<file path="src/rtl/par_hs_pkg.sv">
package par_hs_pkg;
  typedef enum logic [1:0] {
    HS_GPIO   = 2'b00,
    HS_TRANSP = 2'b01,
    HS_ILOCK  = 2'b10,
    HS_PULSE  = 2'b11
  } hs_mode_e;

  typedef enum logic [1:0] {
    BR_BEFORE = 2'b00,
    BR_DURING = 2'b01,
    BR_AFTER  = 2'b10,
    BR_SOFT   = 2'b11
  } busy_rel_e;

  // Clamp a programmed length to a floor.
  function automatic int unsigned at_least(input int unsigned v, input int unsigned lo);
    return (v < lo) ? lo : v;
  endfunction
endpackage

</file>
<file path="src/rtl/par_hs_sync.sv">
module par_hs_sync #(
  parameter int W = 1,
  parameter logic [W-1:0] RST_VAL = '0
) (
  input  logic         clk,
  input  logic         rst_n,
  input  logic [W-1:0] d,
  output logic [W-1:0] q
);
  logic [W-1:0] meta;

  always_ff @(posedge clk or negedge rst_n) begin
    if (!rst_n) begin
      meta <= RST_VAL;
      q    <= RST_VAL;
    end else begin
      meta <= d;
      q    <= meta;
    end
  end
endmodule

</file>
<file path="src/rtl/par_hs_rx.sv">
module par_hs_rx
  import par_hs_pkg::*;
#(
  parameter int DW = 8,
  parameter int CW = 8
) (
  input  logic          clk,
  input  logic          rst_n,
  input  logic          en,
  input  hs_mode_e      mode,
  input  busy_rel_e     rel,
  input  logic [CW-1:0] ack_len,
  input  logic          sw_release,
  input  logic          stb_s,
  input  logic [DW-1:0] data_s,
  input  logic          rx_ready,
  output logic          rx_valid,
  output logic [DW-1:0] rx_data,
  output logic          busy_out,
  output logic          ack_out_n,
  output logic          idle,
  output logic          evt
);
  typedef enum logic [2:0] {
    R_IDLE, R_B1, R_B2, R_ACK, R_TAIL, R_HOLD, R_ILK
  } rx_st_e;

  rx_st_e        st;
  logic          stb_q;
  logic          first;
  logic [CW-1:0] cnt;
  logic [CW-1:0] ack_last;

  assign ack_last = CW'(at_least(32'(ack_len), 2) - 1);
  assign evt      = en && (mode != HS_GPIO) && (st == R_IDLE) && stb_q && !stb_s;
  assign idle     = (st == R_IDLE);

  always_ff @(posedge clk or negedge rst_n) begin
    if (!rst_n) begin
      st        <= R_IDLE;
      stb_q     <= 1'b1;
      first     <= 1'b0;
      cnt       <= '0;
      busy_out  <= 1'b0;
      ack_out_n <= 1'b1;
      rx_valid  <= 1'b0;
      rx_data   <= '0;
    end else begin
      stb_q <= stb_s;
      // arrival wins over a consume in the same clock
      if (evt) begin
        rx_data  <= data_s;
        rx_valid <= 1'b1;
      end else if (rx_ready) begin
        rx_valid <= 1'b0;
      end
      case (st)
        R_IDLE: begin
          if (evt && mode == HS_PULSE) begin
            busy_out <= 1'b1;
            st       <= R_B1;
          end else if (evt && mode == HS_ILOCK) begin
            busy_out  <= 1'b1;
            ack_out_n <= 1'b0;
            st        <= R_ILK;
          end
        end
        R_ILK: begin
          if (stb_s) begin
            busy_out  <= 1'b0;
            ack_out_n <= 1'b1;
            st        <= R_IDLE;
          end
        end
        R_B1: begin
          if (rel == BR_BEFORE) busy_out <= 1'b0;
          st <= R_B2;
        end
        R_B2: begin
          ack_out_n <= 1'b0;
          cnt       <= ack_last;
          first     <= 1'b1;
          st        <= R_ACK;
        end
        R_ACK: begin
          first <= 1'b0;
          if (first && rel == BR_DURING) busy_out <= 1'b0;
          if (cnt == '0) begin
            ack_out_n <= 1'b1;
            st        <= R_TAIL;
          end else begin
            cnt <= cnt - 1'b1;
          end
        end
        R_TAIL: begin
          if (rel == BR_AFTER) busy_out <= 1'b0;
          st <= (rel == BR_SOFT) ? R_HOLD : R_IDLE;
        end
        R_HOLD: begin
          if (sw_release) begin
            busy_out <= 1'b0;
            st       <= R_IDLE;
          end
        end
        default: st <= R_IDLE;
      endcase
    end
  end
endmodule

</file>
<file path="src/rtl/par_hs_tx.sv">
module par_hs_tx
  import par_hs_pkg::*;
#(
  parameter int DW = 8,
  parameter int CW = 8
) (
  input  logic          clk,
  input  logic          rst_n,
  input  logic          en,
  input  hs_mode_e      mode,
  input  logic          busy_en,
  input  logic [CW-1:0] setup_len,
  input  logic [CW-1:0] stb_len,
  input  logic          tx_valid,
  input  logic [DW-1:0] tx_data,
  output logic          tx_ready,
  input  logic          busy_s,
  input  logic          ack_s,
  output logic [DW-1:0] data_q,
  output logic          stb_out_n,
  output logic          idle,
  output logic          acc,
  output logic          stb_go
);
  typedef enum logic [2:0] {T_IDLE, T_SETUP, T_WAITB, T_STB, T_WREL} tx_st_e;

  tx_st_e        st;
  logic [CW-1:0] cnt;
  logic [CW-1:0] stb_last;

  assign stb_last = CW'(at_least(32'(stb_len), 1) - 1);
  assign tx_ready = en && (mode != HS_GPIO) && (st == T_IDLE);
  assign acc      = tx_valid && tx_ready;
  assign stb_go   = (st == T_WAITB) && (!busy_en || !busy_s);
  assign idle     = (st == T_IDLE);

  always_ff @(posedge clk or negedge rst_n) begin
    if (!rst_n) begin
      st        <= T_IDLE;
      cnt       <= '0;
      data_q    <= '0;
      stb_out_n <= 1'b1;
    end else begin
      case (st)
        T_IDLE: begin
          if (acc) begin
            data_q <= tx_data;
            if (mode != HS_TRANSP) begin
              cnt <= setup_len;
              st  <= T_SETUP;
            end
          end
        end
        T_SETUP: begin
          if (cnt == '0) st <= T_WAITB;
          else           cnt <= cnt - 1'b1;
        end
        T_WAITB: begin
          if (stb_go) begin
            stb_out_n <= 1'b0;
            cnt       <= stb_last;
            st        <= T_STB;
          end
        end
        T_STB: begin
          if (mode == HS_ILOCK) begin
            if (!ack_s) begin
              stb_out_n <= 1'b1;
              st        <= T_WREL;
            end
          end else if (cnt == '0) begin
            stb_out_n <= 1'b1;
            st        <= T_IDLE;
          end else begin
            cnt <= cnt - 1'b1;
          end
        end
        T_WREL: begin
          if (ack_s) st <= T_IDLE;
        end
        default: st <= T_IDLE;
      endcase
    end
  end
endmodule

</file>
<file path="src/rtl/par_hs_port.sv">
module par_hs_port
  import par_hs_pkg::*;
#(
  parameter int DW = 8,
  parameter int CW = 8
) (
  input  logic          clk,
  input  logic          rst_n,
  input  logic          cfg_tx,
  input  logic [1:0]    cfg_mode,
  input  logic [1:0]    cfg_tmode,
  input  logic          cfg_busy_en,
  input  logic [CW-1:0] cfg_ack_len,
  input  logic [CW-1:0] cfg_setup_len,
  input  logic [CW-1:0] cfg_stb_len,
  input  logic          sw_release,
  input  logic          tx_valid,
  input  logic [DW-1:0] tx_data,
  output logic          tx_ready,
  output logic          rx_valid,
  output logic [DW-1:0] rx_data,
  input  logic          rx_ready,
  input  logic [DW-1:0] gpio_out,
  output logic [DW-1:0] gpio_in,
  input  logic [DW-1:0] pin_data_in,
  output logic [DW-1:0] pin_data_out,
  output logic [DW-1:0] pin_data_oe,
  input  logic          stb_in_n,
  output logic          stb_out_n,
  input  logic          ack_in_n,
  output logic          ack_out_n,
  output logic          busy_out
);
  localparam logic [DW-1:0] ALL_ON = '1;
  localparam logic [DW-1:0] PIN0   = DW'(1);

  // working copy of the configuration
  logic          act_tx;
  hs_mode_e      act_mode;
  busy_rel_e     act_tmode;
  logic          act_busy_en;
  logic [CW-1:0] act_ack_len;
  logic [CW-1:0] act_setup_len;
  logic [CW-1:0] act_stb_len;

  // named internal events
  logic          stb_s;
  logic          ack_s;
  logic          busy_s;
  logic [DW-1:0] data_s;
  logic          rx_idle;
  logic          tx_idle;
  logic          rx_evt;
  logic          tx_acc;
  logic          stb_go;
  logic          eng_idle;
  logic          cfg_upd;
  logic [DW-1:0] tx_q;

  par_hs_sync #(.W(1), .RST_VAL(1'b1)) u_sync_stb (
    .clk(clk), .rst_n(rst_n), .d(stb_in_n), .q(stb_s)
  );
  par_hs_sync #(.W(1), .RST_VAL(1'b1)) u_sync_ack (
    .clk(clk), .rst_n(rst_n), .d(ack_in_n), .q(ack_s)
  );
  par_hs_sync #(.W(DW), .RST_VAL('0)) u_sync_dat (
    .clk(clk), .rst_n(rst_n), .d(pin_data_in), .q(data_s)
  );

  assign busy_s   = data_s[0];
  assign eng_idle = rx_idle && tx_idle;
  assign cfg_upd  = eng_idle && !rx_evt && !tx_acc;

  always_ff @(posedge clk or negedge rst_n) begin
    if (!rst_n) begin
      act_tx        <= 1'b0;
      act_mode      <= HS_GPIO;
      act_tmode     <= BR_BEFORE;
      act_busy_en   <= 1'b0;
      act_ack_len   <= '0;
      act_setup_len <= '0;
      act_stb_len   <= '0;
    end else if (cfg_upd) begin
      act_tx        <= cfg_tx;
      act_mode      <= hs_mode_e'(cfg_mode);
      act_tmode     <= busy_rel_e'(cfg_tmode);
      act_busy_en   <= cfg_busy_en;
      act_ack_len   <= cfg_ack_len;
      act_setup_len <= cfg_setup_len;
      act_stb_len   <= cfg_stb_len;
    end
  end

  par_hs_rx #(.DW(DW), .CW(CW)) u_rx (
    .clk(clk), .rst_n(rst_n), .en(!act_tx), .mode(act_mode), .rel(act_tmode),
    .ack_len(act_ack_len), .sw_release(sw_release), .stb_s(stb_s), .data_s(data_s),
    .rx_ready(rx_ready), .rx_valid(rx_valid), .rx_data(rx_data), .busy_out(busy_out),
    .ack_out_n(ack_out_n), .idle(rx_idle), .evt(rx_evt)
  );

  par_hs_tx #(.DW(DW), .CW(CW)) u_tx (
    .clk(clk), .rst_n(rst_n), .en(act_tx), .mode(act_mode), .busy_en(act_busy_en),
    .setup_len(act_setup_len), .stb_len(act_stb_len), .tx_valid(tx_valid),
    .tx_data(tx_data), .tx_ready(tx_ready), .busy_s(busy_s), .ack_s(ack_s),
    .data_q(tx_q), .stb_out_n(stb_out_n), .idle(tx_idle), .acc(tx_acc), .stb_go(stb_go)
  );

  assign pin_data_out = (act_mode == HS_GPIO) ? gpio_out : tx_q;
  assign pin_data_oe  = !act_tx ? '0 : (act_busy_en ? (ALL_ON & ~PIN0) : ALL_ON);
  assign gpio_in      = data_s;
endmodule

</file>
<file path="config.mk">
export PLATFORM = sky130hd
export DESIGN_NAME = par_hs_port
export DESIGN_NICKNAME = d
export VERILOG_FILES = /design/src/rtl/par_hs_pkg.sv /design/src/rtl/par_hs_sync.sv /design/src/rtl/par_hs_rx.sv /design/src/rtl/par_hs_tx.sv /design/src/rtl/par_hs_port.sv
export SDC_FILE = /design/constraint.sdc
export NUM_CORES = 1
export LEC_CHECK = 0
export BUFFER_PORTS_ARGS = -buffer_cell sky130_fd_sc_hd__buf_2
export CELL_PAD_IN_SITES_DETAIL_PLACEMENT = 1
export CELL_PAD_IN_SITES_GLOBAL_PLACEMENT = 1
export CORE_MARGIN = 4
export CORE_UTILIZATION = 44
export CTS_BUF_LIST = sky130_fd_sc_hd__clkbuf_2
export DETAILED_ROUTE_END_ITERATION = 8
export PLACE_DENSITY = 0.89
export SKIP_CTS_REPAIR_TIMING = 1
export SYNTH_ARGS = -nofsm -noshare
export SYNTH_HDL_FRONTEND = slang
export SYNTH_SLANG_ARGS = --single-unit
</file>
<file path="constraint.sdc">
create_clock -name clk -period 2.91 [get_ports clk]
set_input_delay 0.582 -clock clk [delete_from_list [all_inputs] [get_ports clk]]
set_output_delay 0.582 -clock clk [all_outputs]
set_load 0.01 [all_outputs]
</file>
=== Word level (Yosys, flattened, before mapping) ===
Cells that the tools add are included.

* Word-level logic and storage cells: 157
* Register bits after elaboration: 94
* Input port bits: 61

* Mux-type cells: 50
* Add/subtract/negate cells: 4
* Order comparisons: 2
* Reductions and logical operators: 42
* Equality and inequality tests: 34

{| class="wikitable"
|+ Operators with widths
! cell !! number
|-
| $mux 8 || 10
|-
| $mux 3 || 14
|-
| $pmux 8 s4 || 1
|-
| $sub 8x1->8 const B || 4
|-
| $pmux 3 s7 || 1
|-
| $mux 1 || 18
|-
| $ne 2x1->1 const B || 9
|-
| $logic_not 8->1 || 2
|-
| $pmux 8 s2 || 1
|-
| $pmux 3 s5 || 1
|-
| $logic_and 1x1->1 || 14
|-
| $ne 2x2->1 const B || 7
|-
| $reduce_and 7->1 || 2
|-
| $eq 3x2->1 const B || 4
|-
| $eq 3x3->1 const B || 4
|-
| $reduce_and 5->1 || 2
|-
| $eq 2x2->1 const B || 4
|-
| $lt 8x1->1 const B || 1
|-
| $lt 8x2->1 const B || 1
|-
| $reduce_and 4->1 || 2
|-
| $reduce_bool 2->1 || 4
|-
| $reduce_bool 4->1 || 2
|-
| $eq 3x1->1 const B || 2
|-
| $logic_not 1->1 || 6
|-
| other kinds (12) || 16
|}

=== Longest topological paths before layout ===
* Depth after elaboration: 9
* Mapped depth: 13

=== Modules after synthesis ===
Synthesis repeated with hierarchy kept, for this count alone.

* Cell total of the unflattened synthesis: 405
* Area, all modules: 4667.0 µm²

{| class="wikitable"
|+ Modules (own cells, without submodules)
! module !! cells each !! sequential area each (µm²) !! area an instance (µm²) !! instances
|-
| par_hs_rx || 163 || 603.1 || 1510.2 || 1
|-
| par_hs_tx || 140 || 501.7 || 1356.3 || 1
|-
| par_hs_port || 82 || 750.7 || 1295.0 || 1
|-
| par_hs_sync (u_sync_dat) || 16 || 400.4 || 400.4 || 1
|-
| par_hs_sync (u_sync_ack ...) || 2 || 52.6 || 52.6 || 2
|}

=== Least setup slack after synthesis ===
Ideal clock, no wire load.

* Path type: register to register
* From: register act_ack_len[4]
* To: register u_rx.cnt[6]
* Buffers on the path: 0
* Clock period less this slack: 2.370 ns
* Required time: 2.775 ns
* Data arrival time: 2.235 ns
* Cell stages (with the launch flop): 10
* Setup slack: 0.540 ns
* Cell sequence: dfrtp_1 nor4_1 nor2b_1 a21oi_1 a21oi_1 ha_1 nand2b_1 or3_1 o32ai_1 a21oi_1

* Word-level cells in the longest chain between the ends: 4

{| class="wikitable"
|+ Ends and longest elaborated chain
! element !! line !! RTL
|-
| start: declaration || par_hs_port.sv:42 || <nowiki>logic [CW-1:0] act_ack_len;</nowiki>
|-
| start signal: assignment || par_hs_port.sv:88 || <nowiki>act_ack_len <= cfg_ack_len;</nowiki>
|-
| $lt 8x2->1 || par_hs_pkg.sv:18 || <nowiki>return (v < lo) ? lo : v;</nowiki>
|-
| $mux 8 * || par_hs_pkg.sv:18 ||
|-
| $sub 8x1->8 * || par_hs_rx.sv:34 || <nowiki>assign ack_last = CW'(at_least(32'(ack_len), 2) - 1);</nowiki>
|-
| $pmux 8 s2 * || par_hs_rx.sv:57 || <nowiki>case (st)</nowiki>
|-
| end signal: assignment || par_hs_rx.sv:81 || <nowiki>cnt <= ack_last;</nowiki>
|-
| end signal: assignment || par_hs_rx.sv:92 || <nowiki>cnt <= cnt - 1'b1;</nowiki>
|-
| end: declaration || par_hs_rx.sv:31 || <nowiki>logic [CW-1:0] cnt;</nowiki>
|}

Every way passes the cells marked *; elsewhere a longest branch is shown, timed or not.
A chain may end at the register's enable or synchronous reset.

=== Final worst setup path ===
Same ends and word-level chain as after synthesis.

==> out/metrics.cfg <==
[cts]
clkLatencyLatePin_ns = 0.59
clkTransAtPathRegs_ns = 0.29
cts-root-buf = clkbuf_2
htreeDepth = 3
cts_tree = done
clock-sinks = 94
cts_buffers = 9
clk_path_buf_depth = 2

[detailed_routing]
wl_met2_um = 6425
viasPerCell = 5.486
drtPass1Iterations = 4
drt_iter0_markers = 131
highest_layer = met4
routed_wl_um = 11920
wl_met3_um = 464
remaining_drc_errors = 0
dr_total_vias = 3511
routedWlPerCell_um = 18.62
drt-met1-wl_um = 4791
ant_nets = 0

[die]
die_h_um = 109.6
initial_core_util_pct = 45.85
ios = 98
die-area_um2 = 12020
core_area_um2 = 9910
fp.dieW_um = 109.6
fp-row-count = 36

[global_route]
antenna_found_initial = 1
overflow = 0
grt_pass1_wl_um = 19820
grt_max_degree = 50
grt_pass1_vias = 3888
track_usage_pct = 21.35

[synth]
syn-num-nets = 470
syn_area_per_cell_um2 = 11.22
yosys_warnings = 0
ys_ff_latch = 94
synth_ff_type = dfrtp_1
syn_area_um2 = 4543
synth-async-reset-ratio_pct = 100.0
seq_area_frac_synth_pct = 51.97
yosysUniqueCellTypes = 55
synthCells = 405
synth_edf_count = 0

[power]
p_switching_mw = 2.446
switching_share_pct = 42.25
p_int_mw = 3.344
powerDensity_nw_per_um2 = 1093
p_leak_nw = 2.402
power_frac_clock_pct = 11.9
power_mw = 5.790
p_seq_share_pct = 41.1
vdd_drop_max_uv = 448.0
p_comb_share_pct = 47.0

[layout]
area_growth_pct = 16.55
drive_gt1_share_pct = 38.93
final_common_cell = buf_2
final_cell_mix = 96 x buf_2, 87 x dfrtp_1, 55 x mux2_2
nNetsFinal = 566
final_cells = 640

[worst_setup_path]
required_ns = 3.45
criticalPathCategory = register to register
cp_max_fo = 5
startpoint_type = register
cp-end-kind = register
arrival_ns = 3.25

[sta]
setup_tns_ns = 0
finClkSkew_ns = 0.05890
fmax_mhz = 368.1
fin_crit_sh_pct = 93.37
final-hold-violation-count = 0
tightestPinTransition_ns = 0.6287
slew_violations = 0
rsz0062_at_grt = false
slew_headroom_pct = 58.09
setup_viol = 0
min_period_ns = 2.717

[status]
status = completed

[place]
port_buffers = 97
place.gp.congestion = 0.8566
hpwl_um = 8761
placedCellCount = 620

[run]
cap_violations = 0

[hold_path]
hp-class = primary input to register

## worst max-delay path, stage by stage (launching register included)
cell and delay, ns:
dfrtp_1 0.50, nor4_1 0.38, nor2b_1 0.29, a21oi_1 0.14, a21oi_1 0.20, ha_1 0.27
nand2b_1 0.11, or3_1 0.36, nor3_1 0.15, o32ai_1 0.11, a21oi_1 0.18
## final timing paths
| path | start | endpoint | slack (ns) | cells past startpoint |
|---|---|---|---|---|
| setup / recovery | act_ack_len[4] | u_rx.cnt[6] | 0.19 | 10 |
| hold / removal | pin_data_in[7] | u_sync_dat.meta[7] | 0.07 | 1 |
| max in group asynchronous | rst_n | u_rx.ack_out_n | 1.52 | 4 |
| min in group asynchronous | rst_n | u_sync_dat.q[1] | 0.52 | 2 |
| setup reg to reg | act_ack_len[4] | u_rx.cnt[6] | 0.19 | 10 |
| hold reg to reg | u_sync_dat.meta[1] | u_sync_dat.q[1] | 0.37 | 0 |
## layout make-up
type                            count  area, um^2
Clock buffer                        9       45.04
Sequential cell                    94        2361
Antenna cell                        1       2.502
Fill cell                        1135        4614
Timing Repair Buffer              110       618.1
Tap cell                          133       166.4
Inverter                            7       26.28
Clock inverter                      7       78.83
Multi-Input combinational cell    279        1997
## synth_stat cells, drive strengths merged (4+ instances only)
cell type / number / share of area (%)
o221ai: 4 / 0.77
dfrtp: 87 / 48
nand2: 35 / 2.9
or2: 4 / 0.55
nor3: 8 / 0.88
nand2b: 6 / 0.83
buf: 21 / 3.2
nor3b: 4 / 0.66
xor2: 5 / 0.96
xnor2: 5 / 0.96
nand3: 9 / 0.99
o21ai: 27 / 3.2
mux2i: 8 / 1.8
ha: 4 / 1.1
nor4: 6 / 1.1
dfstp: 7 / 4.0
clkbuf: 4 / 0.33
mux2: 55 / 14
a21oi: 26 / 2.9
nor2b: 9 / 1.2
nor2: 23 / 2.0
inv: 6 / 0.50
## cell families (layout without fill, tap and decap cells)
family | count (synthesis) | count (layout) | share of synthesized area [%]
xor+xnor | 10 | 10 | 1.928
buf+inv | 32 | 133 | 4.076
mux | 63 | 63 | 15.40
flops | 94 | 94 | 51.97
simple gates | 121 | 121 | 13.99
other cells | 0 | 1 | 0
fa+ha+maj | 4 | 4 | 1.102
compound gates | 81 | 81 | 11.54
## through the flow
stage                     worst slack (ns)  instance area, um^2  utilization (%)  hold WS (ns)
final                               0.1930                 5295            53.43       0.07317
after global routing               0.03343                 5295            53.43      0.002045
after CTS                           0.1697                 5263            53.11      -0.05221
after detailed placement            0.3329                 5139            51.86        0.3404
after global placement              0.5759                 5139            51.86        0.3318
after floorplan                     0.5396                 4543                -        0.2864
## power groups by stage
stage / combinational [mW] / sequential [mW] / clock (mW)
after detailed placement: 2.72 / 2.40 / 0
final: 2.72 / 2.38 / 0.691
after CTS: 2.75 / 2.37 / 0.714
after global placement: 2.57 / 2.34 / 0
after floorplan: 2.07 / 2.23 / 0
after global routing: 3.04 / 2.47 / 0.777
## routing by layer
metal	up-vias	global-route usage [%]
li1	1645	-
met1	1768	26.33
met2	82	37.75
met3	16	3.641
met4	0	7.302
met5	-	0
Note: power is estimated with default switching activity, not from simulation.
